### src/rtl/tsr_pkg.sv
package tsr_pkg;
  localparam int unsigned MAX_ENT = 64;
  localparam int unsigned MAX_RUN = 64;
  localparam int unsigned N_CH    = 5;
  localparam int unsigned N_DIR   = 2;
  localparam int unsigned IDX_W   = $clog2(MAX_ENT);
  localparam int unsigned LEN_W   = $clog2(MAX_RUN);
  localparam int unsigned DST_W   = $clog2(N_CH + 1);
  localparam int unsigned FLG_W   = 3;
  localparam int unsigned ADR_W   = IDX_W + 1;
  localparam int unsigned WRD_W   = LEN_W + DST_W + FLG_W;

  typedef struct packed {
    logic [DST_W-1:0] dest;
    logic [LEN_W-1:0] len_m1;
  } run_t;
endpackage

### src/rtl/tsr_table.sv
module tsr_table
  import tsr_pkg::*;
(
  input  logic             clk_i,
  input  logic             rst_ni,
  input  logic             lock_i,
  input  logic             we_i,
  input  logic [ADR_W-1:0] addr_i,
  input  logic [WRD_W-1:0] wdata_i,
  input  logic [IDX_W-1:0] rd_idx_i,
  output run_t             rd_run_o,
  output logic [IDX_W-1:0] cnt_m1_o
);
  run_t             mem_q [MAX_ENT];
  logic [IDX_W-1:0] cnt_q;
  run_t             wr_run;
  logic             is_cnt;
  logic             ent_ok;

  assign wr_run = run_t'(wdata_i[LEN_W+DST_W-1:0]);
  assign is_cnt = addr_i[ADR_W-1];
  assign ent_ok = (wdata_i[WRD_W-1 -: FLG_W] == '0) && (wr_run.dest <= DST_W'(N_CH));

  always_ff @(posedge clk_i or negedge rst_ni) begin
    if (!rst_ni) begin
      for (int i = 0; i < MAX_ENT; i++) mem_q[i] <= '0;
      cnt_q <= '0;
    end else if (we_i && !lock_i) begin
      if (is_cnt) cnt_q <= wdata_i[IDX_W-1:0];
      else if (ent_ok) mem_q[addr_i[IDX_W-1:0]] <= wr_run;
    end
  end

  assign rd_run_o = mem_q[rd_idx_i];
  assign cnt_m1_o = cnt_q;

  assert_cnt_locked_R3: assert property (@(posedge clk_i) disable iff (!rst_ni)
    lock_i |=> $stable(cnt_q));
  assert_first_locked_R3: assert property (@(posedge clk_i) disable iff (!rst_ni)
    lock_i |=> $stable(mem_q[0]));
endmodule

### src/rtl/tsr_walker.sv
module tsr_walker
  import tsr_pkg::*;
(
  input  logic             clk_i,
  input  logic             rst_ni,
  input  logic             en_i,
  input  logic             stb_i,
  input  logic             fs_i,
  input  run_t             run_i,
  input  logic [IDX_W-1:0] cnt_m1_i,
  output logic [IDX_W-1:0] rd_idx_o,
  output logic [DST_W-1:0] dest_o
);
  logic [IDX_W-1:0] idx_q, idx_d, eff_idx;
  logic [LEN_W-1:0] pos_q, pos_d, eff_pos;
  logic             done_q, done_d, eff_done;

  // a sync on this strobe makes it slot 0
  assign eff_idx  = fs_i ? '0 : idx_q;
  assign eff_pos  = fs_i ? '0 : pos_q;
  assign eff_done = fs_i ? 1'b0 : done_q;
  assign rd_idx_o = eff_idx;
  assign dest_o   = eff_done ? '0 : run_i.dest;

  always_comb begin
    idx_d  = eff_idx;
    pos_d  = eff_pos;
    done_d = eff_done;
    if (!eff_done) begin
      if (eff_pos == run_i.len_m1) begin
        pos_d = '0;
        if (eff_idx == cnt_m1_i) done_d = 1'b1;
        else idx_d = eff_idx + 1'b1;
      end else begin
        pos_d = eff_pos + 1'b1;
      end
    end
  end

  always_ff @(posedge clk_i or negedge rst_ni) begin
    if (!rst_ni) begin
      idx_q  <= '0;
      pos_q  <= '0;
      done_q <= 1'b0;
    end else if (!en_i) begin
      idx_q  <= '0;
      pos_q  <= '0;
      done_q <= 1'b0;
    end else if (stb_i) begin
      idx_q  <= idx_d;
      pos_q  <= pos_d;
      done_q <= done_d;
    end
  end

  assert_idx_bound_R4: assert property (@(posedge clk_i) disable iff (!rst_ni)
    en_i |-> idx_q <= cnt_m1_i);
  assert_done_at_last_R6: assert property (@(posedge clk_i) disable iff (!rst_ni)
    (en_i && done_q) |-> idx_q == cnt_m1_i);
  assert_idle_rewind_R11: assert property (@(posedge clk_i) disable iff (!rst_ni)
    !en_i |=> (idx_q == '0 && pos_q == '0 && !done_q));
endmodule

### src/rtl/tdm_slot_router.sv
module tdm_slot_router
  import tsr_pkg::*;
#(
  parameter int unsigned DW = 8
) (
  input  logic             clk_i,
  input  logic             rst_ni,
  input  logic             enable_i,
  input  logic             cfg_we_i,
  input  logic             cfg_dir_i,
  input  logic [ADR_W-1:0] cfg_addr_i,
  input  logic [WRD_W-1:0] cfg_wdata_i,
  input  logic             rx_fs_i,
  input  logic             rx_slot_vld_i,
  input  logic [DW-1:0]    rx_slot_data_i,
  output logic [N_CH-1:0]  rx_ch_vld_o,
  output logic [DW-1:0]    rx_ch_data_o,
  input  logic             tx_fs_i,
  input  logic             tx_slot_req_i,
  output logic [N_CH-1:0]  tx_ch_req_o,
  input  logic [N_CH*DW-1:0] tx_ch_data_i,
  output logic             tx_line_vld_o,
  output logic [DW-1:0]    tx_line_data_o
);
  localparam int unsigned RX = 0;
  localparam int unsigned TX = 1;

  logic             stb  [N_DIR];
  logic             fs   [N_DIR];
  run_t             run  [N_DIR];
  logic [IDX_W-1:0] cnt  [N_DIR];
  logic [IDX_W-1:0] ridx [N_DIR];
  logic [DST_W-1:0] dest [N_DIR];

  assign stb[RX] = rx_slot_vld_i;
  assign fs[RX]  = rx_fs_i;
  assign stb[TX] = tx_slot_req_i;
  assign fs[TX]  = tx_fs_i;

  for (genvar d = 0; d < N_DIR; d++) begin : g_dir
    tsr_table u_table (
      .clk_i    (clk_i),
      .rst_ni   (rst_ni),
      .lock_i   (enable_i),
      .we_i     (cfg_we_i && (cfg_dir_i == 1'(d))),
      .addr_i   (cfg_addr_i),
      .wdata_i  (cfg_wdata_i),
      .rd_idx_i (ridx[d]),
      .rd_run_o (run[d]),
      .cnt_m1_o (cnt[d])
    );
    tsr_walker u_walker (
      .clk_i    (clk_i),
      .rst_ni   (rst_ni),
      .en_i     (enable_i),
      .stb_i    (stb[d]),
      .fs_i     (fs[d]),
      .run_i    (run[d]),
      .cnt_m1_i (cnt[d]),
      .rd_idx_o (ridx[d]),
      .dest_o   (dest[d])
    );
  end

  logic [N_CH-1:0] rx_hit, tx_hit;
  for (genvar c = 0; c < N_CH; c++) begin : g_ch
    assign rx_hit[c] = enable_i && rx_slot_vld_i && (dest[RX] == DST_W'(c + 1));
    assign tx_hit[c] = enable_i && tx_slot_req_i && (dest[TX] == DST_W'(c + 1));
  end
  assign tx_ch_req_o = tx_hit;

  logic [DW-1:0] tx_sel;
  always_comb begin
    tx_sel = '1;
    for (int c = 0; c < N_CH; c++)
      if (tx_hit[c]) tx_sel = tx_ch_data_i[c*DW +: DW];
  end

  always_ff @(posedge clk_i or negedge rst_ni) begin
    if (!rst_ni) begin
      rx_ch_vld_o    <= '0;
      rx_ch_data_o   <= '0;
      tx_line_vld_o  <= 1'b0;
      tx_line_data_o <= '0;
    end else begin
      rx_ch_vld_o   <= rx_hit;
      tx_line_vld_o <= enable_i && tx_slot_req_i;
      if (enable_i && rx_slot_vld_i) rx_ch_data_o <= rx_slot_data_i;
      if (enable_i && tx_slot_req_i) tx_line_data_o <= tx_sel;
    end
  end

  assert_rx_onehot_R4: assert property (@(posedge clk_i) disable iff (!rst_ni)
    $onehot0(rx_ch_vld_o));
  assert_tx_onehot_R7: assert property (@(posedge clk_i) disable iff (!rst_ni)
    $onehot0(tx_ch_req_o));
  assert_rx_needs_slot_R4: assert property (@(posedge clk_i) disable iff (!rst_ni)
    (|rx_ch_vld_o) |-> $past(rx_slot_vld_i));
  assert_idle_quiet_R11: assert property (@(posedge clk_i) disable iff (!rst_ni)
    !enable_i |=> (rx_ch_vld_o == '0 && !tx_line_vld_o));
  assert_unused_fill_R8: assert property (@(posedge clk_i) disable iff (!rst_ni)
    (tx_line_vld_o && $past(tx_ch_req_o) == '0) |-> tx_line_data_o == '1);
endmodule

### config.mk
export PLATFORM = sky130hd
export DESIGN_NAME = tdm_slot_router
export DESIGN_NICKNAME = d
export VERILOG_FILES = /design/src/rtl/tsr_pkg.sv /design/src/rtl/tsr_table.sv /design/src/rtl/tsr_walker.sv /design/src/rtl/tdm_slot_router.sv
export SDC_FILE = /design/constraint.sdc
export NUM_CORES = 2
export LEC_CHECK = 0
export BUFFER_PORTS_ARGS = -buffer_cell sky130_fd_sc_hd__buf_2
export CAP_MARGIN = 20
export CORE_UTILIZATION = 30
export CTS_CLUSTER_SIZE = 20
export DETAILED_ROUTE_END_ITERATION = 10
export GPL_TIMING_DRIVEN = 0
export RECOVER_POWER = 25
export SLEW_MARGIN = 20
export SYNTH_ARGS = -nofsm -noshare
export SYNTH_HDL_FRONTEND = slang
export SYNTH_SLANG_ARGS = --single-unit
### constraint.sdc
create_clock -name clk_i -period 5.2 [get_ports clk_i]
set_input_delay 1.04 -clock clk_i [delete_from_list [all_inputs] [get_ports clk_i]]
set_output_delay 1.04 -clock clk_i [all_outputs]
set_load 0.005 [all_outputs]
==> results.json <==
{
  "max_freq_mhz": 192,
  "synth-simple-area-share_pct": 5.38,
  "synth-adder-area-share_pct": 0.0868,
  "outcome": "finished with violations",
  "clock_path_buffers": 3,
  "area_growth_pct": 15.3,
  "syn_avg_cell_area_um2": 13.3,
  "drc_errors": 0,
  "synthCells": 4344,
  "via_per_inst": 5.60,
  "placed_area_mm2": 0.0616,
  "first_iter_violations": 4513,
  "track_usage_pct": 22.2,
  "finalCritPeriodShare_pct": 100,
  "crit_chain": "buf_2 > and2b_1 > clkbuf_2 > buf_2 > clkdlybuf4s15_1 > mux4_2 > nand2_1 > a311oi_1 > a311o_1 > nand3_1 > nor3b_1",
  "num-fill-cells": 18700,
  "drive_gt1_share_pct": 40.2,
  "synth_compound_area_share_pct": 7.00,
  "ys_seq_area_share_pct": 52.6,
  "violations": "max-capacitance violations, max-slew violations, negative setup slack",
  "pwr_density_cell_mw_per_mm2": 319,
  "die-area_mm2": 0.194,
  "synth_edf_count": 0,
  "wl_per_cell_um": 30.1,
  "cp.required_ns": 5.85,
  "async_reset_ff_share_pct": 100,
  "synth_area_leader_cell": "dfrtp_1",
  "ioPinCount": 103,
  "cts_buffers": 120,
  "cts_tree": "yes",
  "setup_tns_ns": -0.00242,
  "layout_common_cells": "1223 x mux2_2, 1210 x dfrtp_1, 237 x clkbuf_1",
  "rsz0062_at_grt": "false",
  "crit_path_start_kind": "flop",
  "vias": 40400,
  "worstPathMaxFanout": 10,
  "clock-root-buffer": "clkbuf_16",
  "synth_nets": 4424,
  "critPathMaxStageDelay_ns": 0.84,
  "synth-main-ff-cell": "dfrtp_1",
  "synthMuxAreaShare_pct": 31.7,
  "grt_pass1_vias": 40500,
  "overflow": 0,
  "ys_warn_count": 0,
  "ys_seq_elements": 1212,
  "antenna_found_initial": 16,
  "die_w_um": 440,
  "report.final.slew_viol_count": 478,
  "gp_congestion": 0.972,
  "critPathArrivalTime_ns": 5.85,
  "syn_area_mm2": 0.0577,
  "finalInstanceArea_mm2": 0.0665,
  "grt_pass1_wl_um": 309000,
  "min_period_ns": 5.20,
  "cts.clk_slew.worst_paths_ns": 0.07,
  "core-area_mm2": 0.191,
  "relSlewSlack_pct": -46.1,
  "initial_utilization_pct": 30.3,
  "die_h_um": 440,
  "hpwl_um": 149000,
  "h-tree-depth": 3,
  "hp-class": "flop to flop",
  "final_common_cell": "mux2_2",
  "leakagePower_nw": 30.1,
  "synth_xor_area_share_pct": 0.258,
  "grt_max_degree": 141,
  "crit_slowest_cell": "clkdlybuf4s15_1",
  "dr.pass1.iters": 5,
  "synth_top_family_by_area": "multiplexers",
  "crit_path_frequent_cell": "buf_2",
  "ys_types": 83,
  "yosysTopAreaCellShare_pct": 52.6,
  "cap_violations": 4,
  "synth_area_leaders": "dfrtp_1 53%, mux2_2 24%, mux4_2 4.5%, mux2i_1 3.3%, clkbuf_1 1.5%",
  "timing.hold.ws_ns": 0.473,
  "final_antenna_net_count": 0,
  "ir_drop_mv": 0.272,
  "nNetsFinal": 4682,
  "finalSetupViolCount": 1,
  "final-hold-violation-count": 0,
  "row_count": 160,
  "worstSetupPathType": "flop to flop",
  "clk_latency_ns": 0.76,
  "clock_skew_ns": 0.0240,
  "setup_ws_ns": -0.00242,
  "tightest_slew_ns": 2.19,
  "wl_um": 217000,
  "portBuffers": 90,
  "cts.sinks": 1212,
  "end_kind": "flop",
  "power_mw": 21.2
}
[registers in the layout, indices dropped and copies added, names as in the netlist]
register,count
rx_ch_data_o,8
g_dir.u_walker.done_q,2
rx_ch_vld_o,5
g_dir.u_table.mem_q,1152
tx_line_data_o,8
g_dir.u_walker.pos_q,12
g_dir.u_walker.idx_q,12
g_dir.u_table.cnt_m1_o,12
tx_line_vld_o,1
[metrics by stage]
stage,utilization [%],worst slack [ns],cells
floorplan,-,0.720,4344
global placement,32.1,-23.53,6945
detailed placement,32.3,-1.57,6959
CTS,34.8,-0.00303,7209
global route,34.9,0.00196,7213
finish,34.9,-0.00242,7218
[power breakdown]
group	internal, mW	switching (mW)
clock	4.99	3.94
combinational	0.783	1.92
sequential	9.51	0.0453
total	15.3	5.91
[cells by family after synthesis]
group | Yosys count
simple gates | 640
xor+xnor | 17
mux | 1530
buf+inv | 390
flops | 1212
fa+ha+maj | 4
compound gates | 551
[routing by layer]
metal / vias to the layer above / GRT usage (%) / wire, um
li1: 16600 / - / -
met1: 21400 / 29.3 / 89700
met2: 1929 / 33.9 / 97400
met3: 546 / 4.87 / 16900
met4: 0 / 11.4 / 13300
met5: - / 0 / 0
[cell type report]
cell class / count / area [um2] / share of cell area [%]
clock inverters: 41 / 409 / 0.616
multi-input cells: 2742 / 25800 / 38.8
clock buffers: 181 / 3510 / 5.29
inverters: 44 / 169 / 0.254
diodes: 5 / 12.5 / 0.0188
repair buffers: 142 / 1010 / 1.52
well taps: 2511 / 3140 / 4.73
flip-flops and latches: 1212 / 30300 / 45.6
plain buffers: 340 / 2080 / 3.13
[synth_stat cells (48+ instances only)]
library cell	number
nor2_1	196
o22ai_1	48
nand2_1	190
mux4_2	114
dfrtp_1	1212
a21oi_1	69
mux2i_1	192
clkbuf_1	236
buf_2	54
a221oi_1	54
mux2_2	1223
o21ai_0	80
[path summary, 6_finish.rpt]
kind                                                  from                          end  slack [ns]  cells after the start
worst max-delay path            g_dir[0].u_walker.idx_q[2]               rx_ch_vld_o[4]      -0.002                     11
worst min-delay path                     tx_line_data_o[7]            tx_line_data_o[7]        0.47                      2
worst max register to register  g_dir[0].u_walker.idx_q[2]               rx_ch_vld_o[4]      -0.002                     11
worst min register to register           tx_line_data_o[7]            tx_line_data_o[7]        0.47                      2
max in group asynchronous                           rst_ni  g_dir[1].u_table.mem_q[148]        0.81                      3
min in group asynchronous                           rst_ni  g_dir[0].u_table.mem_q[339]        0.92                      1
[timing repair]
action | CTS | global route
gates resized for setup | 166 | 23
buffers inserted | 30 | 3
gates cloned | 1 | 0
hold buffers | 0 | 0
pin swaps | 11 | 9
setup endpoints to repair | 27 | 9
[worst max-delay path: cells and delay by family (launching register included)]
kind / cells / cell delay, ns
multiplexers: 1 / 0.39
flip-flops: 1 / 0.54
AND/OR/NAND/NOR: 4 / 1.02
AO/OA/AOI/OAI: 2 / 0.96
buffers and inverters: 4 / 2.14
No activity file was read; power rests on OpenSTA's default activity.
